===== config.mk =====
export PLATFORM = sky130hd
export DESIGN_NAME = cyc_timer_irq
export DESIGN_NICKNAME = d
export VERILOG_FILES = /design/src/rtl/cti_pkg.sv /design/src/rtl/cti_timer_match.sv /design/src/rtl/cti_cycle_events.sv /design/src/rtl/cti_flag_reg.sv /design/src/rtl/cyc_timer_irq.sv
export SDC_FILE = /design/constraint.sdc
export NUM_CORES = 1
export LEC_CHECK = 0
export BUFFER_PORTS_ARGS = -buffer_cell sky130_fd_sc_hd__buf_4
export CAP_MARGIN = 20
export CORE_ASPECT_RATIO = 1.4
export CORE_MARGIN = 3
export CORE_UTILIZATION = 55
export DETAILED_ROUTE_END_ITERATION = 10
export HOLD_SLACK_MARGIN = 0.03
export PLACE_DENSITY = 0.89
export RECOVER_POWER = 50
export SYNTH_ARGS = -nofsm -noshare
export SYNTH_HDL_FRONTEND = slang
export SYNTH_HIERARCHICAL = 1
export SYNTH_SLANG_ARGS = --single-unit

===== constraint.sdc =====
create_clock -name clk -period 2 [get_ports clk]
set_clock_uncertainty 0.15 [all_clocks]
set_input_delay 0.4 -clock clk [delete_from_list [all_inputs] [get_ports clk]]
set_output_delay 0.4 -clock clk [all_outputs]
set_load 0.005 [all_outputs]

===== src/rtl/cti_pkg.sv =====
package cti_pkg;
  localparam int CYC_W    = 6;
  localparam int REG_W    = 16;
  localparam int ADDR_W   = 3;
  localparam int CODE_W   = 3;
  localparam int N_TIMERS = 2;

  localparam int BIT_T1  = 7;
  localparam int BIT_T0  = 6;
  localparam int BIT_CYC = 5;
  localparam int BIT_OC  = 4;
  localparam logic [REG_W-1:0] FLAG_MASK = 16'h00F0;

  localparam logic [ADDR_W-1:0] A_STATUS = 3'd0;
  localparam logic [ADDR_W-1:0] A_ENABLE = 3'd1;
  localparam logic [ADDR_W-1:0] A_T0_SET = 3'd2;
  localparam logic [ADDR_W-1:0] A_T0_OFF = 3'd3;
  localparam logic [ADDR_W-1:0] A_T1_SET = 3'd4;
  localparam logic [ADDR_W-1:0] A_T1_OFF = 3'd5;
  localparam logic [ADDR_W-1:0] A_OC_MIN = 3'd6;

  // Low-bit mask for a repetition of 2^code; codes beyond the counter width saturate.
  function automatic logic [CYC_W-1:0] rep_mask(input logic [CODE_W-1:0] code);
    logic [CYC_W-1:0] m;
    for (int i = 0; i < CYC_W; i++) m[i] = (i < int'(code));
    return m;
  endfunction

  function automatic logic in_cycle_set(input logic [CYC_W-1:0] cyc,
                                        input logic [CYC_W-1:0] base,
                                        input logic [CODE_W-1:0] code);
    return (cyc & rep_mask(code)) == base;
  endfunction
endpackage


===== src/rtl/cti_timer_match.sv =====
module cti_timer_match
  import cti_pkg::*;
#(
  parameter int MT_W = 14
) (
  input  logic              clk,
  input  logic              rst_n,
  input  logic [CYC_W-1:0]  cycle_i,
  input  logic [MT_W-1:0]   mtick_i,
  input  logic [CYC_W-1:0]  base_i,
  input  logic [CODE_W-1:0] code_i,
  input  logic [MT_W-1:0]   offset_i,
  output logic              hit_o
);
  logic eq, eq_q;

  assign eq = in_cycle_set(cycle_i, base_i, code_i) && (mtick_i == offset_i);

  always_ff @(posedge clk or negedge rst_n) begin
    if (!rst_n) eq_q <= 1'b0;
    else        eq_q <= eq;
  end

  assign hit_o = eq && !eq_q;
endmodule


===== src/rtl/cti_cycle_events.sv =====
module cti_cycle_events
  import cti_pkg::*;
#(
  parameter int MEAS_W = 4
) (
  input  logic              clk,
  input  logic              rst_n,
  input  logic [CYC_W-1:0]  cycle_i,
  input  logic [MEAS_W-1:0] meas_i,
  input  logic [MEAS_W-1:0] min_i,
  output logic              cyc_new_o,
  output logic              oc_miss_o
);
  logic [CYC_W-1:0] cyc_q;

  always_ff @(posedge clk or negedge rst_n) begin
    if (!rst_n) cyc_q <= '0;
    else        cyc_q <= cycle_i;
  end

  assign cyc_new_o = (cycle_i != cyc_q);
  assign oc_miss_o = cyc_new_o && cyc_q[0] && (meas_i < min_i);
endmodule


===== src/rtl/cti_flag_reg.sv =====
module cti_flag_reg #(
  parameter int W = 16
) (
  input  logic         clk,
  input  logic         rst_n,
  input  logic [W-1:0] set_i,
  input  logic [W-1:0] clr_i,
  output logic [W-1:0] status_o
);
  always_ff @(posedge clk or negedge rst_n) begin
    if (!rst_n) status_o <= '0;
    else        status_o <= (status_o & ~clr_i) | set_i;
  end
endmodule


===== src/rtl/cyc_timer_irq.sv =====
module cyc_timer_irq
  import cti_pkg::*;
#(
  parameter int MT_W   = 14,
  parameter int MEAS_W = 4
) (
  input  logic              clk,
  input  logic              rst_n,
  input  logic [5:0]        cycle_i,
  input  logic [MT_W-1:0]   mtick_i,
  input  logic [MEAS_W-1:0] meas_i,
  input  logic              wr_en_i,
  input  logic [2:0]        wr_addr_i,
  input  logic [15:0]       wr_data_i,
  input  logic [2:0]        rd_addr_i,
  output logic [15:0]       rd_data_o,
  output logic              irq_o
);
  logic [CYC_W-1:0]  base_q [N_TIMERS];
  logic [CODE_W-1:0] code_q [N_TIMERS];
  logic [MT_W-1:0]   off_q  [N_TIMERS];
  logic [MEAS_W-1:0] min_q;
  logic [REG_W-1:0]  en_q;
  logic [REG_W-1:0]  status_q;
  logic [REG_W-1:0]  set_vec, clr_vec;
  logic [N_TIMERS-1:0] t_hit;
  logic cyc_new, oc_miss;
  logic irq_q;

  // configuration registers
  always_ff @(posedge clk or negedge rst_n) begin
    if (!rst_n) begin
      en_q  <= '0;
      min_q <= '0;
      for (int i = 0; i < N_TIMERS; i++) begin
        base_q[i] <= '0;
        code_q[i] <= '0;
        off_q[i]  <= '0;
      end
    end else if (wr_en_i) begin
      case (wr_addr_i)
        A_ENABLE: en_q <= wr_data_i & FLAG_MASK;
        A_T0_SET: begin base_q[0] <= wr_data_i[5:0]; code_q[0] <= wr_data_i[10:8]; end
        A_T0_OFF: off_q[0] <= wr_data_i[MT_W-1:0];
        A_T1_SET: begin base_q[1] <= wr_data_i[5:0]; code_q[1] <= wr_data_i[10:8]; end
        A_T1_OFF: off_q[1] <= wr_data_i[MT_W-1:0];
        A_OC_MIN: min_q <= wr_data_i[MEAS_W-1:0];
        default: ;
      endcase
    end
  end

  for (genvar g = 0; g < N_TIMERS; g++) begin : g_timer
    cti_timer_match #(.MT_W(MT_W)) match_i (
      .clk(clk), .rst_n(rst_n), .cycle_i(cycle_i), .mtick_i(mtick_i),
      .base_i(base_q[g]), .code_i(code_q[g]), .offset_i(off_q[g]),
      .hit_o(t_hit[g])
    );
  end

  cti_cycle_events #(.MEAS_W(MEAS_W)) events_i (
    .clk(clk), .rst_n(rst_n), .cycle_i(cycle_i), .meas_i(meas_i),
    .min_i(min_q), .cyc_new_o(cyc_new), .oc_miss_o(oc_miss)
  );

  always_comb begin
    set_vec          = '0;
    set_vec[BIT_T0]  = t_hit[0];
    set_vec[BIT_T1]  = t_hit[1];
    set_vec[BIT_CYC] = cyc_new;
    set_vec[BIT_OC]  = oc_miss;
  end

  assign clr_vec = (wr_en_i && wr_addr_i == A_STATUS) ? wr_data_i : '0;

  cti_flag_reg #(.W(REG_W)) flags_i (
    .clk(clk), .rst_n(rst_n), .set_i(set_vec), .clr_i(clr_vec), .status_o(status_q)
  );

  always_ff @(posedge clk or negedge rst_n) begin
    if (!rst_n) irq_q <= 1'b0;
    else        irq_q <= |(status_q & en_q);
  end
  assign irq_o = irq_q;

  always_comb begin
    rd_data_o = '0;
    case (rd_addr_i)
      A_STATUS: rd_data_o = status_q;
      A_ENABLE: rd_data_o = en_q;
      A_T0_SET: begin rd_data_o[5:0] = base_q[0]; rd_data_o[10:8] = code_q[0]; end
      A_T0_OFF: rd_data_o[MT_W-1:0] = off_q[0];
      A_T1_SET: begin rd_data_o[5:0] = base_q[1]; rd_data_o[10:8] = code_q[1]; end
      A_T1_OFF: rd_data_o[MT_W-1:0] = off_q[1];
      A_OC_MIN: rd_data_o[MEAS_W-1:0] = min_q;
      default: ;
    endcase
  end
endmodule


==> results of run 1 <==
==> power by group <==
| group | switching (mW) | internal (mW) | total (mW) |
|---|---|---|---|
| Combinational | 0.648 | 0.735 | 1.38 |
| Sequential | 0.285 | 1.86 | 2.14 |
| Clock | 0.602 | 0.827 | 1.43 |
| Total | 1.54 | 3.42 | 4.96 |
==> stage by stage <==
| stage | worst slack (ns) | utilization (%) | setup TNS [ns] |
|---|---|---|---|
| 6_report | -0.2096 | 76.48 | -0.7301 |
| 5_1_grt | -0.2443 | 76.48 | -1.232 |
| 4_1_cts | -0.1120 | 74.15 | -0.2913 |
| 3_5_place_dp | -0.01034 | 68.14 | -0.01792 |
| 3_3_place_gp | -0.009828 | 68.14 | -0.009828 |
| 2_1_floorplan | 0.1535 | - | 0 |
==> flip-flops by register name (all words and copies together), names as in the netlist <==
signal / cells
base_q: 12
code_q: 6
en_q: 4
events_i/cyc_q: 6
flags_i/status_o: 16
g_timer.match_i/eq_q: 2
irq_o: 1
min_q: 4
off_q: 28
==> layout make-up <==
type | instances | share of cell area [%]
Clock buffer | 10 | 2.239
Clock inverter | 6 | 1.910
Inverter | 26 | 1.778
Multi-Input combinational cell | 265 | 41.88
Sequential cell | 79 | 34.70
Tap cell | 97 | 2.129
Timing Repair Buffer | 116 | 15.36
==> kinds of logic after synthesis <==
kind of cell / Yosys count / synth area share (%)
flip-flops: 79 / 46.14
multiplexers: 73 / 19.22
AND/OR/NAND/NOR: 73 / 10.57
AO/OA/AOI/OAI: 62 / 10.92
XOR/XNOR: 42 / 8.587
buffers and inverters: 38 / 3.592
adder cells (fa/ha/maj): 3 / 0.8763
other: 1 / 0.08753
==> layout by cell type (no fill, tap or decap), types with 4 or more instances in the layout <==
cell type,count
a221oi_2,5
nand2_1,11
dlygate4sd3_1,6
buf_4,92
inv_1,24
mux2_4,5
a22oi_1,6
mux2_2,58
dfrtp_1,78
xnor2_1,8
conb_1,12
and2_1,18
nand3_1,11
clkbuf_8,9
xor2_1,32
a21o_1,16
buf_6,4
nor4_2,6
mux2i_1,8
a21oi_1,5
clkbuf_1,11
nor3_1,6
o21ai_0,6
==> layer usage <==
metal	up-vias	GRT usage, %
met5	-	0
met2	233	47.29
li1	1568	-
met1	1795	34.38
met4	0	19.17
met3	63	5.220
==> path summary, 6_finish.rpt <==
path | start | end | slack (ns) | depth (start not counted)
hold reg to reg | flags_i/status_o[8]$_DFF_PN0_ | flags_i/status_o[8]$_DFF_PN0_ | 0.33 | 1
hold / removal | wr_data_i[12] | off_q[12]$_DFFE_PN0P_ | 0.14 | 2
min in group asynchronous | rst_n | flags_i/status_o[2]$_DFF_PN0_ | 0.47 | 2
setup / recovery | base_q[8]$_DFFE_PN0P_ | rd_data_o[2] | -0.21 | 4
setup reg to reg | off_q[24]$_DFFE_PN0P_ | flags_i/status_o[6]$_DFF_PN0_ | -0.02 | 6
max in group asynchronous | rst_n | off_q[23]$_DFFE_PN0P_ | 0.33 | 3
==> repair_timing <==
item | CTS | global route
pin swaps | 3 | 12
resized for setup | 14 | 31
endpoints found under the setup margin | 8 | 15
hold buffers | 7 | 0
buffers inserted | 12 | 9
hold endpoints to repair | 33 | 0
==> results.txt, run 1 <==
Share of the synthesized area in the top cell type -> 46.14%
Status -> finished with violations
H-tree depth -> 3
Most common cell in the synthesized netlist -> dfrtp_1
P_leak -> 2.510 nW
Met1 Wirelength -> 4746 microns
Buf/Inv on CP -> 1
RSZ-0062 raised after global routing -> yes
Setup Viol. Count Final -> 12
Pwr per Cell Area -> 869.4 nW/um^2
Crit path launch type -> register
Slew Limit Headroom -> 30.04%
Largest delay contributor family on the critical path -> compound AO/OA/AOI/OAI gates
Synthesis-stage register bit count -> 79
Finished Cell Area -> 5700 sq um
Die X-Extent -> 80.59 microns
CTS clock-pin slew for the worst setup and hold paths -> 0.08 ns
WL/cell -> 21.83 microns
Die H -> 110.4 microns
Vias post-DR -> 3659
Worst endpoint required time -> 1.45 ns
Clock sink total -> 79
Max Used Layer -> met4
TritonCTS clock tree -> yes
Post-DP HPWL -> 8344 microns
Vias per std cell -> 6.109
Critical path peak fanout -> 2
Cell variety after synth -> 43
Crit. End Element -> primary output
Crit share post-route -> 110.5%
GPL Wtd Cong -> 0.9150
First-pass GRT wire length -> 19480 microns
Total GRT Usage -> 29.08%
Post-layout nets -> 549
CP Cell Sequence -> mux2_4, a221oi_4, a21oi_2, buf_4
Largest net degree at the start of global routing -> 53
ANT nets after route -> 0
DR DRC count -> 0
Fill cell count -> 405
Power, Total -> 4.956 mW
Inst Count DP -> 557
CP Data Arrival Time -> 1.66 ns
Number of global-route vias before repair -> 3847
Worst setup slack after layout -> -0.2096 ns
DIE AREA -> 8899 sq um
Worst slew pin tran -> 1.049 ns
Slew Limit Fails -> 0
Fin. Hold Viols -> 0
TritonCTS Buffers -> 9
DRT Pass-1 Iters -> 5
# rows -> 37
# Max-Cap Violations -> 0
Starting Density -> 57.48%
Area contributors post-synth -> dfrtp_1, mux2_2, xor2_1, a21o_1, and2_1
Multi-input logic area -> 2387 sq um
Port bufs -> 65
IO Pins -> 66
Remaining Overflow, GRT -> 0
Area occupied by registers -> 1978 sq um
Most instantiated cells after synthesis -> dfrtp_1, mux2_2, xor2_1
Number of synthesized flops with an enable pin -> 0
Sequential share of the synthesized area -> 46.14%
Routed WL -> 13080 microns
Placed Area -> 5079 sq um
CP max-delay cell -> dfrtp_1
Non-Filler Instances -> 599
Min-Delay Path Class -> input port to register
Initial DRC count -> 449
Ys flop type -> dfrtp_1
Hold Slack -> 0.1358 ns
Share of cells above drive strength 1 -> 42.63%
WL met2 -> 6629 microns
Worst vdd ir -> 675.9 uV
Min cycle time layout -> 2.210 ns
CP Class -> register to primary output
Initial antenna violation count -> 0
CTS Buffer Depth -> 2
Avg Inst Size Synth -> 11.55 sq um
Yosys warnings -> 6
Root Buffer -> clkbuf_8
Clock latency at the later pin of the worst-skew pair -> 0.37 ns
Core area -> 7453 sq um
Cells after Synth -> 371
CP peak stage delay -> 0.40 ns
N_diodes -> 0
Layout overhead on the synthesized area -> 33.06%
Fmax -> 452.6 MHz
Detail Route met3 WL -> 963 microns
Failing checks -> negative setup slack
Cell taking the most area after synthesis -> dfrtp_1
Syn Std Cell Area -> 4284 sq um
Post-synth ARST share -> 100.0%
Power figures use the tool's default switching activity.
==> run 2: changes to the inputs <==
--- a/config.mk
+++ b/config.mk
@@ -9,10 +9,10 @@
 export CAP_MARGIN = 20
 export CORE_ASPECT_RATIO = 1.4
 export CORE_MARGIN = 3
-export CORE_UTILIZATION = 55
+export CORE_UTILIZATION = 38
 export DETAILED_ROUTE_END_ITERATION = 10
 export HOLD_SLACK_MARGIN = 0.03
-export PLACE_DENSITY = 0.89
+export PLACE_DENSITY = 0.68
 export RECOVER_POWER = 50
 export SYNTH_ARGS = -nofsm -noshare
 export SYNTH_HDL_FRONTEND = slang
==> run 2 against run 1 <==
Compared with the run above: the flow still finishes with violations (negative setup slack); combinational power decreased by 10%; critical path depth unchanged; global-route usage shrank 9.4 points; via count fell by 8.4%; sequential share of layout area up 0.060 points; total power is 2.3% higher; largest cell class unchanged; largest power group unchanged.
==> results.txt, run 2 (synthesis gave the netlist of run 1 again) <==
WL/cell -> 18.36 microns
Post-layout nets -> 543
TritonCTS clock tree -> yes
Clock latency at the later pin of the worst-skew pair -> 0.33 ns
GPL Wtd Cong -> 0.8679
R2R setup slack -> 0.17 ns
Port bufs -> 65
CP Data Arrival Time -> 1.49 ns
# Max-Cap Violations -> 0
Total GRT Usage -> 19.65%
R2r worst-path depth -> 6
Crit. End Element -> primary output
Worst slew pin tran -> 1.009 ns
Largest net degree at the start of global routing -> 31
First-pass GRT wire length -> 18850 microns
Max FFs per register -> 28
Met1 Wirelength -> 4695 microns
Clock sink total -> 79
Origin of the worst min-delay path -> cycle_i[2]
Min-Delay Path Class -> input port to register
Setup Viol. Count Final -> 5
Crit share post-route -> 102.0%
Post-DP HPWL -> 8862 microns
CTS Buffer Depth -> 2
Routed WL -> 11700 microns
Worst Hold Path Cells -> 1
Die H -> 131.6 microns
Layout overhead on the synthesized area -> 32.91%
Detail Route met3 WL -> 601 microns
Critical R2R Capture -> flags_i/status_o[6]$_DFF_PN0_
Share of cells above drive strength 1 -> 41.53%
DRT Pass-1 Iters -> 4
Root Buffer -> clkbuf_16
Max Used Layer -> met4
Fin. Hold Viols -> 0
DIE AREA -> 12600 sq um
ANT nets after route -> 0
RSZ-0062 raised after global routing -> yes
Status -> finished with violations
Number of global-route vias before repair -> 3551
Worst setup slack after layout -> -0.04099 ns
Worst vdd ir -> 407.3 uV
Most frequent cells in the layout -> buf_4, dfrtp_1, mux2_2
WHS Endpoint -> events_i/cyc_q[2]$_DFF_PN0_
Reg with most FFs -> off_q
TritonCTS Buffers -> 9
Core area -> 10920 sq um
H-tree depth -> 3
DR DRC count -> 0
Worst endpoint required time -> 1.45 ns
Vias per std cell -> 5.259
Remaining Overflow, GRT -> 0
Pwr per Cell Area -> 890.2 nW/um^2
Fmax -> 490.0 MHz
N_diodes -> 0
# rows -> 45
Power, Total -> 5.069 mW
Commonest non-fill, non-tap cell in the layout -> buf_4
CP Class -> register to primary output
Min cycle time layout -> 2.041 ns
Fill cell count -> 990
Initial antenna violation count -> 0
Die X-Extent -> 95.74 microns
Initial DRC count -> 147
Crit path launch type -> register
R2r startpoint -> code_q[5]$_DFFE_PN0P_
Critical path peak fanout -> 2
Failing checks -> negative setup slack
Largest regs -> off_q: 28 flops, flags_i/status_o: 16 flops, base_q: 12 flops
Layout Utilization -> 52.13%
Hold Slack -> 0.1038 ns
Slew Limit Fails -> 0
CTS clock-pin slew for the worst setup and hold paths -> 0.06 ns
P_leak -> 2.489 nW
WL met2 -> 6111 microns
IO Pins -> 66
Vias post-DR -> 3350
Starting Density -> 39.22%
Slew Limit Headroom -> 32.71%
==> run 2: layer usage <==
layer	track usage (%)	up-vias
li1	-	1564
met1	23.49	1670
met2	34.27	97
met3	3.837	19
met4	6.883	0
met5	0	-
==> run 2: what timing repair did <==
action                                  4_1_cts  5_1_grt
setup buffers                                12        0
hold buffers                                  1        0
endpoints found under the hold margin        28        0
endpoints found under the setup margin        9       15
resized for setup                            15       19
gates cloned                                  0        0
pin swaps                                     1        4
==> run 2: how the worst max path moves through the flow <==
stage | startpoint | to | slack [ns] | cells past startpoint
floorplan | rd_addr_i[0] | rd_data_o[11] | 0.15 | 5
detailed placement | rd_addr_i[2] | rd_data_o[0] | -0.06 | 6
finish | base_q[8]$_DFFE_PN0P_ | rd_data_o[2] | -0.04 | 4
CTS | flags_i/status_o[4]$_DFF_PN0_ | rd_data_o[4] | -0.03 | 4
global route | base_q[8]$_DFFE_PN0P_ | rd_data_o[2] | -0.1 | 4
global placement | rd_addr_i[0] | rd_data_o[2] | -0.03 | 5
==> run 2: through the flow <==
stage	cells	TNS (ns)	setup WS, ns	instance area [sq um]
finish	637	-0.1006	-0.04099	5694
global route	637	-0.3900	-0.09820	5694
CTS	637	-0.09576	-0.02567	5675
detailed placement	608	-0.1379	-0.06016	5199
global placement	608	-0.08273	-0.02553	5199
floorplan	382	0	0.1535	4325
==> run 2: critical path, cell delays in order, from the launching register on <==
cell and delay (ns):
dfrtp_1 0.39, mux2_4 0.29, a221oi_4 0.27, a21oi_2 0.07, buf_4 0.14
==> run 2: where the power goes <==
part | leakage (nW) | internal (mW) | switching (mW)
Sequential | 0.908 | 1.86 | 0.271
Clock | 0.149 | 1.07 | 0.621
Combinational | 1.43 | 0.691 | 0.553
==> run 2: area by class of cell <==
| class | count | area, sq um | area share, % |
|---|---|---|---|
| tap | 141 | 176.4 | 3.098 |
| clock inverter | 2 | 37.54 | 0.6592 |
| timing repair buffer | 110 | 808.3 | 14.19 |
| sequential | 79 | 1979 | 34.76 |
| inverter | 26 | 97.59 | 1.714 |
| multi-input combinational | 265 | 2321 | 40.76 |
| clock buffer | 14 | 274.0 | 4.812 |
==> run 3: changes to the inputs <==
==> constraint.sdc (replaced) <==
create_clock -name clk -period 2.2 [get_ports clk]
set_clock_uncertainty 0.15 [all_clocks]
set_input_delay 0.44 -clock clk [delete_from_list [all_inputs] [get_ports clk]]
set_output_delay 0.44 -clock clk [all_outputs]
set_load 0.005 [all_outputs]
==> run 3 against run 2 <==
Compared with the run above: the flow now finishes without violations; total power down 9.7%; global-route usage down 0.30 points; cell count down 3.8%; non-clock buffer count down 24; combinational power down 22%; clock power down 2%; final area down 4.4%; critical endpoint unchanged; critical path type unchanged; routed wire length down 1.0%; first-iteration DRC count up 49%; register-to-register slack better by 0.12 ns.
==> results.txt, run 3 (synthesis gave the netlist of run 1 again) <==
Max Used Layer -> met4
Slew Limit Fails -> 0
CP Class -> register to primary output
Worst Setup SP -> base_q[8]$_DFFE_PN0P_
Met1 Wirelength -> 4797 microns
# Max-Cap Violations -> 0
Share of cells above drive strength 1 -> 35.81%
Hold Slack -> 0.1518 ns
Worst slack, placed -> 0.04319 ns
Port bufs -> 65
Clock sink total -> 79
Layout Utilization -> 49.85%
Max FFs per register -> 28
Worst endpoint required time -> 1.61 ns
Status -> finished clean
Most frequent cells in the layout -> dfrtp_1, buf_4, mux2_2
DR DRC count -> 0
WL/cell -> 18.88 microns
R2r worst-path depth -> 5
Slew Limit Headroom -> 31.07%
Power, Total -> 4.577 mW
H-tree depth -> 3
TritonCTS Buffers -> 9
Setup TNS -> 0 ns
Placed Area -> 5121 sq um
DIE AREA -> 12600 sq um
WHS Endpoint -> events_i/cyc_q[5]$_DFF_PN0_
Fill cell count -> 1005
# rows -> 45
Fmax -> 460.0 MHz
Total GRT Usage -> 19.35%
Multi-input logic area -> 2215 sq um
Crit path launch type -> register
Post-CTS Setup Bufs -> 0
Non-Filler Instances -> 613
Worst vdd ir -> 454.0 uV
Area occupied by registers -> 1978 sq um
CTS Buffer Depth -> 2
CP Cell Sequence -> mux2_2, a221oi_2, a21oi_1, buf_4
Post-DP HPWL -> 8737 microns
Remaining Overflow, GRT -> 0
ANT nets after route -> 0
Commonest non-fill, non-tap cell in the layout -> dfrtp_1
GPL Wtd Cong -> 0.8498
P_leak -> 2.348 nW
Routed WL -> 11580 microns
Largest net degree at the start of global routing -> 37
Worst slew pin tran -> 1.034 ns
DRT Pass-1 Iters -> 4
Detail Route met3 WL -> 438 microns
Finished Cell Area -> 5445 sq um
Die H -> 131.6 microns
Starting Density -> 39.22%
N_diodes -> 0
Initial antenna violation count -> 0
Origin of the worst min-delay path -> cycle_i[5]
Min-Delay Path Class -> input port to register
Worst Hold Path Cells -> 1
Inst Count DP -> 596
Pwr per Cell Area -> 840.6 nW/um^2
Layout overhead on the synthesized area -> 27.10%
Crit share post-route -> 98.82%
Largest regs -> off_q: 28 flops, flags_i/status_o: 16 flops, base_q: 12 flops
CP max-delay cell -> dfrtp_1
Post-layout nets -> 519
Reg with most FFs -> off_q
Worst setup slack after layout -> 0.02599 ns
Setup Viol. Count Final -> 0
Initial DRC count -> 219
CTS clock-pin slew for the worst setup and hold paths -> 0.06 ns
CP Data Arrival Time -> 1.58 ns
TritonCTS clock tree -> yes
CP peak stage delay -> 0.43 ns
R2R setup slack -> 0.29 ns
R2r startpoint -> code_q[2]$_DFFE_PN0P_
Core area -> 10920 sq um
Die X-Extent -> 95.74 microns
Critical path peak fanout -> 4
Clock latency at the later pin of the worst-skew pair -> 0.34 ns
Critical R2R Capture -> flags_i/status_o[7]$_DFF_PN0_
Root Buffer -> clkbuf_16
IO Pins -> 66
Number of global-route vias before repair -> 3380
First-pass GRT wire length -> 18460 microns
Vias per std cell -> 5.272
Vias post-DR -> 3232
Crit. End Element -> primary output
Fin. Hold Viols -> 0
Min cycle time layout -> 2.174 ns
WL met2 -> 6067 microns
-- run 3: critical path: cells and delay by family, from the launching register on --
family,cells,cell delay (ns)
AOI/OAI and AO/OA,2,0.38
buffers and inverters,1,0.15
DFF,1,0.43
muxes,1,0.29
-- run 3: area by class of cell --
cell class	count	area share (%)
multi-input combinational	265	40.67
sequential	79	36.33
timing repair buffer	86	11.86
clock buffer	10	4.389
tap	141	3.240
inverter	26	1.792
clock inverter	6	1.723
-- run 3: layer usage --
| metal | up-vias | GRT usage [%] |
|---|---|---|
| met4 | 0 | 7.753 |
| met2 | 80 | 31.57 |
| met3 | 18 | 3.036 |
| li1 | 1503 | - |
| met1 | 1631 | 25.26 |
| met5 | - | 0 |
-- run 3: worst max-delay path by stage --
stage                                to  slack [ns]  cells past startpoint
final                      rd_data_o[2]        0.03                      4
after global placement     rd_data_o[2]        0.07                      5
after floorplan           rd_data_o[11]        0.27                      5
after detailed placement   rd_data_o[0]        0.04                      6
after global routing       rd_data_o[3]      -0.008                      6
after CTS                  rd_data_o[2]        0.01                      4
-- run 3: timing repair --
| item | CTS | global route |
|---|---|---|
| setup endpoints to repair | 0 | 6 |
| gates resized for setup | 0 | 6 |
| hold buffers | 1 | 0 |
| hold endpoints to repair | 34 | 0 |
-- run 3: power breakdown --
group	switching [mW]	internal [mW]	total, mW	leakage (nW)
combinational	0.427	0.539	0.967	1.28
sequential	0.273	1.69	1.97	0.909
clock	0.616	1.03	1.65	0.159
total	1.32	3.26	4.58	2.35
